File: config.mk
export PLATFORM = sky130hd
export DESIGN_NAME = amo_seq
export DESIGN_NICKNAME = d
export VERILOG_FILES = /design/src/rtl/amo_pkg.sv /design/src/rtl/amo_decode.sv /design/src/rtl/amo_lane.sv /design/src/rtl/amo_alu.sv /design/src/rtl/amo_seq.sv
export SDC_FILE = /design/constraint.sdc
export NUM_CORES = 1
export LEC_CHECK = 0
export BUFFER_PORTS_ARGS = -buffer_cell sky130_fd_sc_hd__buf_2
export CAP_MARGIN = 20
export CORE_AREA = 2 2 269 271
export DETAILED_ROUTE_END_ITERATION = 8
export DIE_AREA = 0 0 271 273
export HOLD_SLACK_MARGIN = 0.15
export MAX_ROUTING_LAYER = met4
export PLACE_DENSITY = 0.75
export SYNTH_ARGS = -nofsm -noshare
export SYNTH_HDL_FRONTEND = slang
export SYNTH_HIERARCHICAL = 1
export SYNTH_SLANG_ARGS = --single-unit
export TNS_END_PERCENT = 50
File: constraint.sdc
create_clock -name clk -period 10.1 [get_ports clk]
set_input_delay 0 -clock clk [delete_from_list [all_inputs] [get_ports clk]]
set_output_delay 0 -clock clk [all_outputs]
set_load 0.02 [all_outputs]
File: src/rtl/amo_pkg.sv
package amo_pkg;

    typedef enum logic [3:0] {
        OP_SWAP, OP_ADD, OP_XOR, OP_AND, OP_OR,
        OP_MIN, OP_MAX, OP_MINU, OP_MAXU
    } amo_op_e;

    typedef enum logic [2:0] {
        ST_IDLE, ST_XLATE, ST_EA, ST_READ, ST_WRITE, ST_DONE, ST_FAULT
    } amo_state_e;

    typedef enum logic [2:0] {
        CAUSE_ILLEGAL = 3'd0,
        CAUSE_XLATE   = 3'd1,
        CAUSE_EA      = 3'd2,
        CAUSE_READ    = 3'd3,
        CAUSE_WRITE   = 3'd4
    } amo_cause_e;

    typedef enum logic [1:0] {
        MCMD_NONE  = 2'd0,
        MCMD_EA    = 2'd1,
        MCMD_READ  = 2'd2,
        MCMD_WRITE = 2'd3
    } amo_mcmd_e;

    localparam logic [6:0] AMO_OPCODE  = 7'b0101111;
    localparam logic [2:0] AMO_F3_WORD = 3'b010;
    localparam logic [2:0] AMO_F3_DBL  = 3'b011;

endpackage

File: src/rtl/amo_decode.sv
module amo_decode
    import amo_pkg::*;
(
    input  logic [31:0] insn,
    output amo_op_e     op,
    output logic        dword,
    output logic        legal
);
    logic [4:0] grp;
    logic [2:0] wsel;
    logic       op_ok;
    logic       w_ok;

    assign grp  = insn[31:27];
    assign wsel = insn[14:12];

    always_comb begin
        op_ok = 1'b1;
        unique case (grp)
            5'b00001: op = OP_SWAP;
            5'b00000: op = OP_ADD;
            5'b00100: op = OP_XOR;
            5'b01100: op = OP_AND;
            5'b01000: op = OP_OR;
            5'b10000: op = OP_MIN;
            5'b10100: op = OP_MAX;
            5'b11000: op = OP_MINU;
            5'b11100: op = OP_MAXU;
            default: begin
                op    = OP_SWAP;
                op_ok = 1'b0;
            end
        endcase
    end

    always_comb begin
        w_ok  = (wsel == AMO_F3_WORD) || (wsel == AMO_F3_DBL);
        dword = (wsel == AMO_F3_DBL);
        legal = op_ok && w_ok && (insn[6:0] == AMO_OPCODE);
    end

endmodule

File: src/rtl/amo_lane.sv
module amo_lane
    import amo_pkg::*;
#(
    parameter int W = 32
) (
    input  amo_op_e      op,
    input  logic [W-1:0] src,
    input  logic [W-1:0] mem,
    output logic [W-1:0] y
);
    logic s_lt;
    logic u_lt;

    assign s_lt = $signed(src) < $signed(mem);
    assign u_lt = src < mem;

    always_comb begin
        unique case (op)
            OP_SWAP: y = src;
            OP_ADD:  y = src + mem;
            OP_XOR:  y = src ^ mem;
            OP_AND:  y = src & mem;
            OP_OR:   y = src | mem;
            OP_MIN:  y = s_lt ? src : mem;
            OP_MAX:  y = s_lt ? mem : src;
            OP_MINU: y = u_lt ? src : mem;
            OP_MAXU: y = u_lt ? mem : src;
            default: y = src;
        endcase
    end

endmodule

File: src/rtl/amo_alu.sv
module amo_alu
    import amo_pkg::*;
#(
    parameter int XLEN = 64
) (
    input  amo_op_e         op,
    input  logic            dword,
    input  logic [XLEN-1:0] src,
    input  logic [XLEN-1:0] mem,
    output logic [XLEN-1:0] y
);
    localparam int NLANE = 2;

    logic [XLEN-1:0] lane_y [NLANE];

    for (genvar g = 0; g < NLANE; g++) begin : g_lane
        localparam int LW = (g == 0) ? 32 : XLEN;
        logic [LW-1:0] ly;
        amo_lane #(.W(LW)) u_lane (
            .op  (op),
            .src (src[LW-1:0]),
            .mem (mem[LW-1:0]),
            .y   (ly)
        );
        assign lane_y[g] = XLEN'(ly);
    end

    assign y = dword ? lane_y[1] : lane_y[0];

endmodule

File: src/rtl/amo_seq.sv
module amo_seq
    import amo_pkg::*;
#(
    parameter int XLEN          = 64,
    parameter bit WORD_SIGN_EXT = 1'b1
) (
    input  logic            clk,
    input  logic            rst_n,
    input  logic            req_valid,
    input  logic [31:0]     req_insn,
    input  logic [XLEN-1:0] req_base,
    input  logic [XLEN-1:0] req_src,
    output logic            busy,
    output logic            xl_req,
    output logic [1:0]      xl_perm,
    output logic [XLEN-1:0] xl_vaddr,
    input  logic            xl_rsp_valid,
    input  logic            xl_rsp_fault,
    input  logic [XLEN-1:0] xl_paddr,
    output logic            mem_req,
    output logic [1:0]      mem_cmd,
    output logic [XLEN-1:0] mem_addr,
    output logic [3:0]      mem_size,
    output logic [XLEN-1:0] mem_wdata,
    input  logic            mem_rsp_valid,
    input  logic            mem_rsp_fault,
    input  logic [XLEN-1:0] mem_rdata,
    output logic            done,
    output logic [XLEN-1:0] rd_value,
    output logic            fault,
    output logic [2:0]      fault_cause,
    output logic [XLEN-1:0] fault_addr
);
    localparam int HI = XLEN - 32;

    typedef struct packed {
        amo_state_e      st;
        amo_op_e         op;
        logic            dword;
        logic [XLEN-1:0] vaddr;
        logic [XLEN-1:0] paddr;
        logic [XLEN-1:0] src;
        logic [XLEN-1:0] loaded;
        logic [XLEN-1:0] old;
        logic [XLEN-1:0] faddr;
        amo_cause_e      cause;
    } seq_regs_t;

    seq_regs_t q, d;

    amo_op_e         dec_op;
    logic            dec_dword;
    logic            dec_legal;
    logic [XLEN-1:0] alu_y;
    logic [XLEN-1:0] rd_ext;

    amo_decode u_dec (
        .insn  (req_insn),
        .op    (dec_op),
        .dword (dec_dword),
        .legal (dec_legal)
    );

    amo_alu #(.XLEN(XLEN)) u_alu (
        .op    (q.op),
        .dword (q.dword),
        .src   (q.src),
        .mem   (q.loaded),
        .y     (alu_y)
    );

    // Captured read data, widened for 32-bit operations.
    assign rd_ext = q.dword ? mem_rdata
                  : {{HI{WORD_SIGN_EXT & mem_rdata[31]}}, mem_rdata[31:0]};

    always_comb begin
        d = q;
        unique case (q.st)
            ST_IDLE: begin
                if (req_valid) begin
                    d.vaddr = req_base;
                    d.src   = req_src;
                    d.op    = dec_op;
                    d.dword = dec_dword;
                    if (dec_legal) begin
                        d.st = ST_XLATE;
                    end else begin
                        d.st    = ST_FAULT;
                        d.cause = CAUSE_ILLEGAL;
                        d.faddr = req_base;
                    end
                end
            end
            ST_XLATE: begin
                if (xl_rsp_valid) begin
                    if (xl_rsp_fault) begin
                        d.st    = ST_FAULT;
                        d.cause = CAUSE_XLATE;
                        d.faddr = q.vaddr;
                    end else begin
                        d.paddr = xl_paddr;
                        d.st    = ST_EA;
                    end
                end
            end
            ST_EA: begin
                if (mem_rsp_valid) begin
                    if (mem_rsp_fault) begin
                        d.st    = ST_FAULT;
                        d.cause = CAUSE_EA;
                        d.faddr = q.paddr;
                    end else begin
                        d.st = ST_READ;
                    end
                end
            end
            ST_READ: begin
                if (mem_rsp_valid) begin
                    if (mem_rsp_fault) begin
                        d.st    = ST_FAULT;
                        d.cause = CAUSE_READ;
                        d.faddr = q.paddr;
                    end else begin
                        d.loaded = rd_ext;
                        d.st     = ST_WRITE;
                    end
                end
            end
            ST_WRITE: begin
                if (mem_rsp_valid) begin
                    if (mem_rsp_fault) begin
                        d.st    = ST_FAULT;
                        d.cause = CAUSE_WRITE;
                        d.faddr = q.paddr;
                    end else begin
                        d.old = q.loaded;
                        d.st  = ST_DONE;
                    end
                end
            end
            ST_DONE:  d.st = ST_IDLE;
            ST_FAULT: d.st = ST_IDLE;
            default:  d.st = ST_IDLE;
        endcase
    end

    always_ff @(posedge clk or negedge rst_n) begin
        if (!rst_n) begin
            q <= '{st: ST_IDLE, op: OP_SWAP, cause: CAUSE_ILLEGAL, default: '0};
        end else begin
            q <= d;
        end
    end

    always_comb begin
        busy        = (q.st == ST_XLATE) || (q.st == ST_EA) ||
                      (q.st == ST_READ)  || (q.st == ST_WRITE);
        xl_req      = (q.st == ST_XLATE);
        xl_perm     = 2'b11;
        xl_vaddr    = q.vaddr;
        mem_req     = (q.st == ST_EA) || (q.st == ST_READ) || (q.st == ST_WRITE);
        unique case (q.st)
            ST_EA:    mem_cmd = MCMD_EA;
            ST_READ:  mem_cmd = MCMD_READ;
            ST_WRITE: mem_cmd = MCMD_WRITE;
            default:  mem_cmd = MCMD_NONE;
        endcase
        mem_addr    = q.paddr;
        mem_size    = q.dword ? 4'd8 : 4'd4;
        mem_wdata   = (q.st == ST_WRITE) ? alu_y : '0;
        done        = (q.st == ST_DONE);
        rd_value    = q.old;
        fault       = (q.st == ST_FAULT);
        fault_cause = q.cause;
        fault_addr  = q.faddr;
    end

    // Busy and the two end pulses never overlap.
    assert_end_excl_R9: assert property (@(posedge clk) disable iff (!rst_n)
        $onehot0({done, fault, busy}));

    // Completion only directly after an accepted write.
    assert_done_after_write_R6: assert property (@(posedge clk) disable iff (!rst_n)
        done |-> $past(mem_req && mem_cmd == MCMD_WRITE && mem_rsp_valid && !mem_rsp_fault));

    // A translation-cause fault follows a failed translation response.
    assert_xlate_fault_R7: assert property (@(posedge clk) disable iff (!rst_n)
        (fault && fault_cause == CAUSE_XLATE) |-> $past(xl_req && xl_rsp_valid && xl_rsp_fault));

    // Translator and memory port are never requested together.
    assert_one_port_R2: assert property (@(posedge clk) disable iff (!rst_n)
        !(xl_req && mem_req));

    // The translated address holds across consecutive memory steps.
    assert_addr_hold_R2: assert property (@(posedge clk) disable iff (!rst_n)
        (mem_req && $past(mem_req)) |-> $stable(mem_addr));

    // Once a memory step starts, no new translation is requested before the end pulse.
    assert_no_retranslate_R8: assert property (@(posedge clk) disable iff (!rst_n)
        $past(mem_req) |-> !xl_req);

endmodule

==> reports/qor.csv <==
metric;value;unit
Power Density;390;mW/mm^2
Routed WL;133;mm
Root Driver;clkbuf_16;
Synth area leaders;dfrtp_1, ha_1, mux2_2, buf_4, a21oi_1;
Final Instance Area;0.0421;sq mm
core area;0.0710;sq mm
Leakage Power;19.8;nW
TritonCTS Sinks;395;
setup bufs post-CTS;0;
drt wl/cell;24.3;um
vias post-DR;34200;
initial core utilization;0.498;
Reg2Reg Depth;6;
# IOs;631;
outcome;finished clean;
top cell type's share of synthesized area;0.280;
worst vdd ir;0.242;mV
Gates resized, CTS repair;0;
Clock Skew;0.0216;ns
Die H;273;um
Critical Path RT;10.10;ns
DR pass1 iterations;7;
Hold Crit Class;in2reg;
initial drt markers;3486;
Area Growth Syn to Fin;19.0;%
period utilization;0.622;
Final min period;6.28;ns
crit path kind;reg2out;
crit start category;flop;
FF-to-FF End;fault_addr[29];
RSZ-0062 raised after global routing;no;
initial antenna violation count;19;
Slew Limit Fails;0;
Avg Cell Area, Syn;8.97;sq um
Max clock buf depth;3;
# rows;98;
fin worst setup slack;3.82;ns
Synth cell types;100;
Reg-to-Reg Start;q[394];
final-stage net count;5040;
most common cell in the netlist;dfrtp_1;
FFs w/ async S/R, synth;1.00;
Hold Startpoint;req_src[43];
number of setup violations in the final report;0;
Final Util;0.593;
pre-CTS WS;4.47;ns
Fin. Hold Viols;0;
register area share after synthesis;0.280;
Vias/cell;6.26;
vias in the first global route;33500;
DIE WIDTH;271;um
flop2flop setup slack;6.16;ns
clk slew on worst S/H paths;0.06;ns
CTS Buf Count;47;
insertion delay to the later sink of the worst-skew pair;0.61;ns
Post-Syn Area;0.0354;sq mm
Worst-Margin Slew;1.08;ns
Die ar.;0.0740;sq mm
PortBufs;609;
global-route usage over all layers;0.354;
Hold Crit Endpoint;q[238];
Post-DP Area;0.0368;sq mm
placed insts;5000;
Synth Instances;3943;
Seq cells post-synth;395;
Detailed Place HPWL;85.6;mm
hold bufs inserted after CTS;355;
first-pass GRT wire length;201;mm
fillcell total;5850;
Most used DFF post-synth;dfrtp_1;
Yosys top cell by area;dfrtp_1;
# DRC;0;
largest net degree at the start of global routing;138;
total power;16.4;mW
commonest cells in the netlist;dfrtp_1, mux2_2, ha_1;
Slew HR;0.283;
htree depth;2;
antenna-violating nets left;0;
hold depth;3;
Synthesis Warnings;6;
crit path max fanout;59;
WP data arrival;6.28;ns
layout cells sized above 1;0.260;
GPL Wtd Cong;0.957;
WHS;0.173;ns
CTS tree;built;
Post-synth EDFFs;0;
Setup TNS Final;0;ns
crit end category;output port;
FMAX;0.159;GHz
Remaining Overflow, GRT;0;
fin cells;5463;
max cap viols;0;
[area by class of cell]
class                           count  area, sq um  area share
Clock inverter                     18          208     0.00493
Tap cell                          950         1190      0.0282
Timing Repair Buffer             1013         7030       0.167
Inverter                          246          926      0.0220
Multi-Input combinational cell   2752        21400       0.508
Sequential cell                   395         9890       0.235
Antenna cell                       20         50.0     0.00119
Clock buffer                       69         1420      0.0337
[worst max path at each step]
stage | cells after the start | to | startpoint
floorplan | 15 | mem_wdata[4] | q[226]
global placement | 18 | mem_wdata[52] | q[161]
detailed placement | 18 | mem_wdata[52] | q[161]
CTS | 18 | mem_wdata[52] | q[222]
global route | 18 | mem_wdata[52] | q[222]
finish | 18 | mem_wdata[52] | q[177]
[flip-flops by register name, indices dropped and copies added, names as in the netlist]
signal and flops:
fault_addr 64, fault_cause 3, mem_addr 64, q 136, rd_value 64, xl_vaddr 64
[cell families after synthesis]
logic type,after synthesis,share of synthesized area
adders and majority gates,290,0.103
other,2,0.000212
muxes,480,0.156
buffers and inverters,798,0.120
and+or+nand+nor,825,0.118
DFF,395,0.280
AOI/OAI and AO/OA,1104,0.211
xor gates and xnor gates,49,0.0123
[placed cells by master, fill, tap and decap left out, types with 30 or more instances in the layout]
cell type / n
nor3_1: 45
a221o_1: 34
nand3_1: 47
o21ai_0: 227
a21oi_1: 247
a221oi_1: 132
mux2_4: 57
a22oi_1: 30
o211ai_1: 38
buf_4: 46
nor2_1: 153
a21o_1: 51
ha_1: 288
nand2_1: 231
dfrtp_1: 391
a211oi_1: 82
o22ai_1: 73
dlygate4sd3_1: 354
clkbuf_16: 48
nand4_1: 34
inv_1: 244
mux2_2: 313
and2_1: 108
buf_2: 608
xnor2_1: 33
mux2i_1: 85
and3_1: 78
[where the power goes]
part	total, mW	internal [mW]	switching (mW)
combinational	11.2	4.38	6.78
clock	1.82	1.04	0.782
sequential	3.41	2.28	1.13
total	16.4	7.70	8.70
[worst max-delay path, cell delays in order, from the launching register on]
cell and delay [ns]:
dfrtp_1 0.43, inv_1 0.14, ha_1 0.46, nor4_2 0.49, nand4_1 0.28, nor4b_2 0.63, o41ai_1 0.29, a31oi_1 0.36
nor4b_4 0.07, buf_4 0.27, mux2i_4 0.18, buf_4 0.69, a21oi_1 0.23, nand3b_1 0.14, mux2i_1 0.07, a211oi_1 0.41
and2_1 0.18, and3_1 0.15, buf_2 0.17
[metal layers]
metal  part of all wire  up-vias  GRT usage
li1                   -    15100          -
met3              0.092      551     0.0681
met5                  0        -          -
met4              0.072        0      0.216
met2               0.46     2111      0.560
met1               0.38    16400      0.418
Note: power is estimated with default switching activity, not from simulation.
